## src/rtl/slot_write_packer.sv

```systemverilog
`timescale 1ns/1ps
module slot_write_packer #(
  parameter int ADDR_W = 20,
  parameter int BLK_W  = 10,
  parameter int DEPTH  = 21
)(
  input  logic              clk,
  input  logic              rst_n,
  input  logic              start_i,
  input  logic [ADDR_W-3:0] start_addr_i,
  input  logic [BLK_W-1:0]  start_blocks_i,
  input  logic              wr_byte_i,
  input  logic              wr_word_i,
  input  logic              wr_long_i,
  input  logic [31:0]       wr_data_i,
  output logic              stall_o,
  input  logic [3:0]        slot_i,
  output logic              mem_we_o,
  output logic [ADDR_W-3:0] mem_addr_o,
  output logic [31:0]       mem_wdata_o,
  output logic [3:0]        mem_be_o
);
  localparam int LA_W = ADDR_W - 2;
  localparam int CW   = $clog2(DEPTH + 1);
  localparam int PW   = $clog2(DEPTH);

  logic [31:0]     q_data [DEPTH];
  logic [3:0]      q_be   [DEPTH];
  logic [LA_W-1:0] q_la   [DEPTH];
  logic [PW-1:0]   rd_p, wr_p;
  logic [CW-1:0]   count;

  logic [LA_W-1:0] asm_la, base_la, end_la, fl_la;
  logic [31:0]     asm_data, fl_data, cur_data, nxt_data;
  logic [3:0]      fl_be;
  logic [1:0]      pos;
  logic [2:0]      lane;
  logic            wrap_en, fl_pend, busy;

  wire full = (count == CW'(DEPTH));
  assign stall_o = full | busy | start_i;

  wire [2:0] nbytes = wr_long_i ? 3'd4 : wr_word_i ? 3'd2 : wr_byte_i ? 3'd1 : 3'd0;
  wire       wr_ok    = (nbytes != 3'd0) && !stall_o;
  wire       start_ok = start_i && !busy;
  wire [2:0] endpos   = {1'b0, pos} + nbytes;
  wire       wr_push  = wr_ok && endpos[2];
  wire       fl_push  = fl_pend && !full;
  wire       push     = wr_push | fl_push;
  wire       pop      = (count != '0) && (slot_i == q_la[rd_p][3:0]);

  wire [LA_W-1:0] la_inc  = asm_la + 1'b1;
  wire [LA_W-1:0] next_la = (wrap_en && la_inc == end_la) ? base_la : la_inc;

  always_comb begin
    cur_data = asm_data;
    nxt_data = '0;
    lane     = '0;
    for (int k = 0; k < 4; k++) begin
      if (3'(k) < nbytes) begin
        lane = {1'b0, pos} + 3'(k);
        if (lane[2]) nxt_data[{lane[1:0], 3'b000} +: 8] = wr_data_i[k*8 +: 8];
        else         cur_data[{lane[1:0], 3'b000} +: 8] = wr_data_i[k*8 +: 8];
      end
    end
  end

  always_ff @(posedge clk) begin
    if (push) begin
      q_data[wr_p] <= fl_push ? fl_data : cur_data;
      q_be[wr_p]   <= fl_push ? fl_be   : 4'hF;
      q_la[wr_p]   <= fl_push ? fl_la   : asm_la;
    end
  end

  always_ff @(posedge clk or negedge rst_n) begin
    if (!rst_n) begin
      rd_p <= '0; wr_p <= '0; count <= '0;
      asm_la <= '0; base_la <= '0; end_la <= '0; wrap_en <= 1'b0;
      asm_data <= '0; pos <= '0;
      fl_la <= '0; fl_data <= '0; fl_be <= '0; fl_pend <= 1'b0; busy <= 1'b0;
    end else begin
      if (push) wr_p <= (wr_p == PW'(DEPTH - 1)) ? '0 : wr_p + 1'b1;
      if (pop)  rd_p <= (rd_p == PW'(DEPTH - 1)) ? '0 : rd_p + 1'b1;
      count <= count + CW'(push) - CW'(pop);
      if (busy && !fl_pend && count == '0) busy <= 1'b0;
      if (fl_push) fl_pend <= 1'b0;
      if (start_ok) begin
        base_la  <= start_addr_i;
        end_la   <= start_addr_i + (LA_W'(start_blocks_i) << 4);
        wrap_en  <= (start_blocks_i != '0);
        asm_la   <= start_addr_i;
        asm_data <= '0;
        pos      <= '0;
        if (pos != 2'd0) begin
          fl_pend <= 1'b1;
          busy    <= 1'b1;
          fl_la   <= asm_la;
          fl_data <= asm_data;
          fl_be   <= ~(4'hF << pos);
        end
      end else if (wr_ok) begin
        asm_data <= wr_push ? nxt_data : cur_data;
        pos      <= endpos[1:0];
        if (wr_push) asm_la <= next_la;
      end
    end
  end

  assign mem_we_o    = pop;
  assign mem_addr_o  = q_la[rd_p];
  assign mem_wdata_o = q_data[rd_p];
  assign mem_be_o    = q_be[rd_p];


  depth_bound_chk: assert property (@(posedge clk) disable iff (!rst_n)
    count <= CW'(DEPTH));

  full_hold_chk: assert property (@(posedge clk) disable iff (!rst_n)
    (full && !mem_we_o) |=> full);

  partial_only_flush_chk: assert property (@(posedge clk) disable iff (!rst_n)
    (mem_we_o && mem_be_o != 4'hF) |-> busy);

  flush_drained_chk: assert property (@(posedge clk) disable iff (!rst_n)
    $fell(busy) |-> (count == '0));
endmodule

```

## config.mk

```make
export PLATFORM = sky130hd
export DESIGN_NAME = slot_write_packer
export DESIGN_NICKNAME = d
export VERILOG_FILES = /design/src/rtl/slot_write_packer.sv
export SDC_FILE = /design/constraint.sdc
export NUM_CORES = 2
export LEC_CHECK = 0
export BUFFER_PORTS_ARGS = -buffer_cell sky130_fd_sc_hd__buf_2
export CAP_MARGIN = 15
export CELL_PAD_IN_SITES_DETAIL_PLACEMENT = 1
export CELL_PAD_IN_SITES_GLOBAL_PLACEMENT = 1
export CORE_AREA = 4 4 356 393
export CTS_BUF_LIST = sky130_fd_sc_hd__clkbuf_8
export CTS_CLUSTER_DIAMETER = 40
export DETAILED_ROUTE_END_ITERATION = 10
export DIE_AREA = 0 0 360 397
export PLACE_DENSITY_LB_ADDON = 0.12
export REMOVE_ABC_BUFFERS = 1
export SYNTH_ARGS = -nofsm -noshare
export SYNTH_HDL_FRONTEND = slang
export SYNTH_SLANG_ARGS = --single-unit
```

## constraint.sdc

```tcl
create_clock -name clk -period 8 [get_ports clk]
set_clock_uncertainty 0.2 [all_clocks]
set_input_delay 0.8 -clock clk [delete_from_list [all_inputs] [get_ports clk]]
set_output_delay 0.8 -clock clk [all_outputs]
set_load 0.02 [all_outputs]
```

=== Word level (Yosys, flattened, before mapping) ===
Memories as Yosys holds them, arrays and structs flattened.
Cells that the tools add are included.

* Flip-flop bits (word level): 160
* RAM bits: 1134
* Input bits: 70
* Output and inout bits: 56
* Logic and storage cells: 119
* Memories kept: 3

* Add/subtract/negate cells: 14
* $lt $le $gt $ge: 4
* Eq/ne operators: 5
* Shift operators: 9
* Mux-type cells: 44
* Bitwise operators: 5
* Reductions and logical operators: 21

{| class="wikitable"
|+ Memory list
! memory !! words !! bits a word !! read ports !! clocked after memory_dff !! write ports !! RTL line !! text
|-
| q_data || 21 || 32 || 1 || 0 || 1 || 27 || <nowiki>logic [31:0] q_data [DEPTH];</nowiki>
|-
| q_la || 21 || 18 || 1 || 0 || 1 || 29 || <nowiki>logic [LA_W-1:0] q_la [DEPTH];</nowiki>
|-
| q_be || 21 || 4 || 1 || 0 || 1 || 28 || <nowiki>logic [3:0] q_be [DEPTH];</nowiki>
|}

{| class="wikitable"
|+ Operators with widths
! cell !! count
|-
| $mux W32 || 17
|-
| $bwmux W32 || 6
|-
| $shift A8 B7 Y32 const A || 4
|-
| $shiftx A8 B7 Y32 || 4
|-
| $mux W18 || 5
|-
| $and A32 B32 Y32 || 1
|-
| $neg A5 Y7 || 4
|-
| $add A18 B1 Y18 const B || 1
|-
| $add A18 B14 Y18 || 1
|-
| $eq A18 B18 Y1 || 1
|-
| $eq A5 B5 Y1 const B || 3
|-
| $add A5 B1 Y5 const B || 2
|-
| $mux W5 || 2
|-
| $reduce_bool A10 Y1 || 1
|-
| $mux W1 || 9
|-
| $logic_and A1 B1 Y1 || 8
|-
| $add A2 B2 Y3 const B || 2
|-
| $lt A1 B3 Y1 const A || 2
|-
| $lt A2 B3 Y1 const A || 2
|-
| $mux W2 || 3
|-
| $reduce_bool A2 Y1 || 3
|-
| $add A5 B1 Y5 || 1
|-
| $logic_not A5 Y1 || 1
|-
| $reduce_bool A5 Y1 || 1
|-
| 12 further kinds || 18
|}

=== Logic depth before layout (Yosys ltp) ===
* Depth after elaboration: 17
* Gate-level depth with buffers: 18
* Mapped depth without buffers: 17

=== Worst setup path before layout ===
OpenSTA, ideal clock, no wires.

* Kind: input port to flip-flop
* Start: input port wr_word_i
* End: memory q_be[10][0] (enable)
* Setup time: 417 ps
* Arrival: 4268 ps
* Data required time: 7383 ps
* Path slack: 3114 ps
* Stages: 12
* Path buffers: 1
* Path through: clkbuf_1 > nor2_1 > and2_1 > ha_1 > inv_1 > fa_1 > xnor2_1 > nand2_1 > nand2_1 > inv_2 > nor4b_1 > and2_1

* Cells in the longest elaborated chain, start to end: 8
* Elaborated cells between the ends (all ways): 9
* Those cells by class: 1 x add/sub; 4 x mux; 1 x bitwise; 3 x reduce/logical

{| class="wikitable"
|+ RTL lines
! element !! RTL line !! text
|-
| start: declaration || 13 || <nowiki>input logic wr_word_i,</nowiki>
|-
| $mux W2 * || 43 || <nowiki>wire [2:0] nbytes = wr_long_i ? 3'd4 : wr_word_i ? 3'd2 : wr_byte_i ? 3'd1 : 3'd0;</nowiki>
|-
| $mux W3 * || 43 ||
|-
| branches (longest 2 deep; another with $add A2 B3 Y3) || -- ||
|-
| $logic_and A1 B1 Y1 * || 47 || <nowiki>wire wr_push = wr_ok && endpos[2];</nowiki>
|-
| $or A1 B1 Y1 * || 49 || <nowiki>wire push = wr_push | fl_push;</nowiki>
|-
| $mux W1 * || 69 || <nowiki>if (push) begin</nowiki>
|-
| $mux W1 * || 71 || <nowiki>q_be[wr_p] <= fl_push ? fl_be : 4'hF;</nowiki>
|-
| end: declaration || 28 ||
|}

Every way passes the cells marked *.

=== Worst setup path after layout ===
* Start: register rd_p[0]
* End: output port mem_wdata_o[28]

* Cells in the longest elaborated chain, start to end: 1

{| class="wikitable"
|+ RTL lines
! element !! RTL line !! text
|-
| start: declaration || 30 || <nowiki>logic [PW-1:0] rd_p, wr_p;</nowiki>
|-
| start signal: assignment || 84 || <nowiki>if (pop) rd_p <= (rd_p == PW'(DEPTH - 1)) ? '0 : rd_p + 1'b1;</nowiki>
|-
| $mem_v2 Z21 W32 || -- ||
|-
| end: declaration || 20 || <nowiki>output logic [31:0] mem_wdata_o,</nowiki>
|}

No other way between the ends.

==> results.py <==
metrics = {
    "cts": {
        "cts_buffers": 211,
        "clockBufferDepth": 3,
        "postCtsHoldBufs": 23,
        "clk_latency_ns": 0.91,
        "cts_tree": "yes",
        "post-cts-setup-buffer-count": 0,
        "post_cts_resized": 0,
        "clkTransAtPathRegs_ns": 0.06,
        "cts.sinks": 1289,
        "htreeDepth": 4,
        "root_buffer": "clkbuf_8",
    },
    "grt": {
        "grt_overflow": 0,
        "globalRouteTotalUtil": 0.2243,
        "grt_max_degree": 92,
        "grt_pass1_wl_um": 234200,
        "antenna_found_initial": 10,
        "grt_use_met1": 0.3047,
        "busiest_layer": "met2",
        "grt_util_met3": 0.03394,
        "grt_util_met2": 0.3762,
        "grt_pass1_vias": 33360,
    },
    "hold_path": {
        "hold_class": "input port to flop",
    },
    "place": {
        "dp_hpwl_um": 99690,
        "place.port_buffers": 125,
        "gp_congestion": 0.8940,
        "numPlacedInstances": 4957,
    },
    "flow_run": {
        "cap_violations": 0,
    },
    "final_layout": {
        "layout.nets": 3502,
        "regArea_um2": 37950,
        "final_common_cell": "edfxtp_1",
        "syn2layout_area_growth_pct": 13.31,
        "final_cell_mix": "edfxtp_1, nand2_1, mux4_2, clkbuf_8, dfrtp_1",
        "multi_input_area_um2": 15340,
        "nFillCells": 13180,
        "final_cells": 5381,
        "drive_above_1_share": 0.2624,
    },
    "route": {
        "totalWireLength_um": 159200,
        "drtPass1Iterations": 6,
        "vias": 30590,
        "viasPerCell": 5.684,
        "ant_nets": 0,
        "drc": 0,
        "drt-wirelength-per-cell_um": 29.59,
        "drt_iter0_drc": 2612,
    },
    "critical_path": {
        "start_kind": "flop",
        "crit_type": "flop to output pin",
        "rrSetupSlack_ns": 2.96,
        "end_kind": "output pin",
        "arrival_ns": 4.91,
        "r2r_start": "pos[1]$_DFFE_PN0P_",
        "regToRegEndpoint": "q_data[18][6]$_DFFE_PP_",
        "rr_worst_depth": 9,
        "endpoint": "mem_wdata_o[28]",
        "crit_path_start": "rd_p[0]$_DFFE_PN0P_",
        "crit_fanout": 82,
        "critPathRequiredTime_ns": 7.00,
    },
    "yosys": {
        "ys_warn_count": 0,
        "async_reset_ff_frac": 0.1202,
        "avgSynthCellArea_um2": 17.14,
        "ys_seq_elements": 1289,
        "yosysSeqAreaShare": 0.7008,
        "synthTopCellsByArea": "edfxtp_1, mux4_2, dfrtp_1",
        "yosysTopAreaCell": "edfxtp_1",
        "synth.distinct_cells": 82,
        "synth_top_area_frac": 0.6291,
        "synth_flop_cell": "edfxtp_1",
        "synth_area_um2": 54130,
        "synth_edf_count": 1134,
        "syn_inst": 3158,
    },
    "sta": {
        "period_share": 0.7389,
        "final.setup.tns_ns": 0,
        "tightestPinTransition_ns": 1.172,
        "relSlewSlack": 0.2189,
        "slew_violations": 0,
        "rsz0062_at_grt": "no",
        "finalCriticalPeriod_ns": 5.911,
        "setup_viol": 0,
        "hold_violations": 0,
        "max_freq_ghz": 0.1692,
    },
    "floorplanning": {
        "ios": 126,
        "coreArea_um2": 135700,
        "fp.dieW_um": 360,
        "design.die.area_um2": 142900,
        "start_util": 0.3988,
        "die_y_um": 397,
        "row_count": 142,
    },
    "status": {
        "run_status": "finished, final reports clean",
    },
    "power": {
        "ir_drop_v": 0.0002620,
        "leakage_nw": 20.95,
        "p_per_area_nw_per_um2": 376.2,
        "power.total_mw": 23.07,
    },
}
==> registers in the layout, summed over array words and instances (netlist names), 18 cells and up <==
register / cells
q_la: 378
q_data: 672
fl_data: 32
asm_la: 18
base_la: 18
q_be: 84
asm_data: 32
fl_la: 18
==> how the worst min path moves through the flow <==
stage / start / endpoint / slack, ns / depth (start not counted)
2_1_floorplan: fl_be[0]$_DFFE_PN0P_ / fl_be[0]$_DFFE_PN0P_ / 0.24 / 2
3_3_place_gp: base_la[12]$_DFFE_PN0P_ / base_la[12]$_DFFE_PN0P_ / 0.26 / 2
3_5_place_dp: base_la[11]$_DFFE_PN0P_ / base_la[11]$_DFFE_PN0P_ / 0.27 / 2
4_1_cts: start_i / busy$_DFF_PN0_ / 0.05 / 3
5_1_grt: start_i / busy$_DFF_PN0_ / 0.11 / 3
6_report: start_i / busy$_DFF_PN0_ / 0.17 / 3
==> metrics by stage <==
step	hold slack [ns]	area, µm²	util	setup WS [ns]
2_1_floorplan	0.2413	53290	-	-5.876
5_1_grt	0.1127	61320	0.4518	1.661
4_1_cts	0.04807	61250	0.4512	1.853
3_5_place_dp	0.2672	56960	0.4196	2.321
6_report	0.1668	61340	0.4519	2.089
3_3_place_gp	0.2608	56930	0.4194	2.517
==> layer usage <==
metal  share of wire  up-vias
li1                -    13100
met1            0.43    16470
met2            0.50      779
met3           0.048      237
met4           0.025        0
met5               0        -
==> critical path, cell delays in order (launching register included) <==
cell and delay [ns]:
dfrtp_4 0.87, buf_12 0.52, buf_4 0.78, mux4_2 0.65, mux4_2 0.49, nor2_1 0.15, a31oi_1 0.06, buf_2 0.20
==> power breakdown <==
| part | internal [mW] | switching (mW) |
|---|---|---|
| Combinational | 2.95 | 5.06 |
| Sequential | 8.92 | 0.627 |
| Clock | 2.81 | 2.71 |
==> logic make-up (layout without fill, tap and decap cells) <==
family,after synthesis,in the layout,synth area share
flops,1289,1289,0.7008
simple gates,745,745,0.06493
compound gates,418,418,0.05215
mux,389,389,0.1475
buf+inv,239,656,0.01826
xor+xnor,43,43,0.007859
fa+ha+maj,35,35,0.008506
other cells,0,6,0
==> final cells by class <==
cell class                      instances  area share
Antenna cell                            6   0.0002448
Clock buffer                          224     0.05026
Clock inverter                        167     0.01585
Inverter                               41    0.002530
Multi-Input combinational cell       1630      0.2500
Sequential cell                      1289      0.6187
Tap cell                             1800     0.03672
Timing Repair Buffer                  224     0.02562
==> synth_stat cells, types with 9 or more instances <==
library cell and count:
buf_2 30, o21ai_0 73, nand3_1 57, nand2_1 333
a21boi_0 15, o22ai_1 13, dfrtp_1 155, a21o_1 14
a221o_1 16, a22o_1 10, edfxtp_1 1134, nor4_1 11
and3_1 9, xnor2_1 20, nor3_1 34, inv_1 38
nor2b_1 31, xor2_1 19, nor2_1 128, nand4_1 23
o211ai_2 9, nand2b_1 30, nor3b_1 13, a22oi_1 17
ha_1 32, buf_1 30, a21oi_1 94, o31ai_1 12
mux2_2 65, clkbuf_1 127, a31oi_1 67, and2_1 31
mux4_2 320, a32o_1 9
No activity file was read; power rests on OpenSTA's default activity.
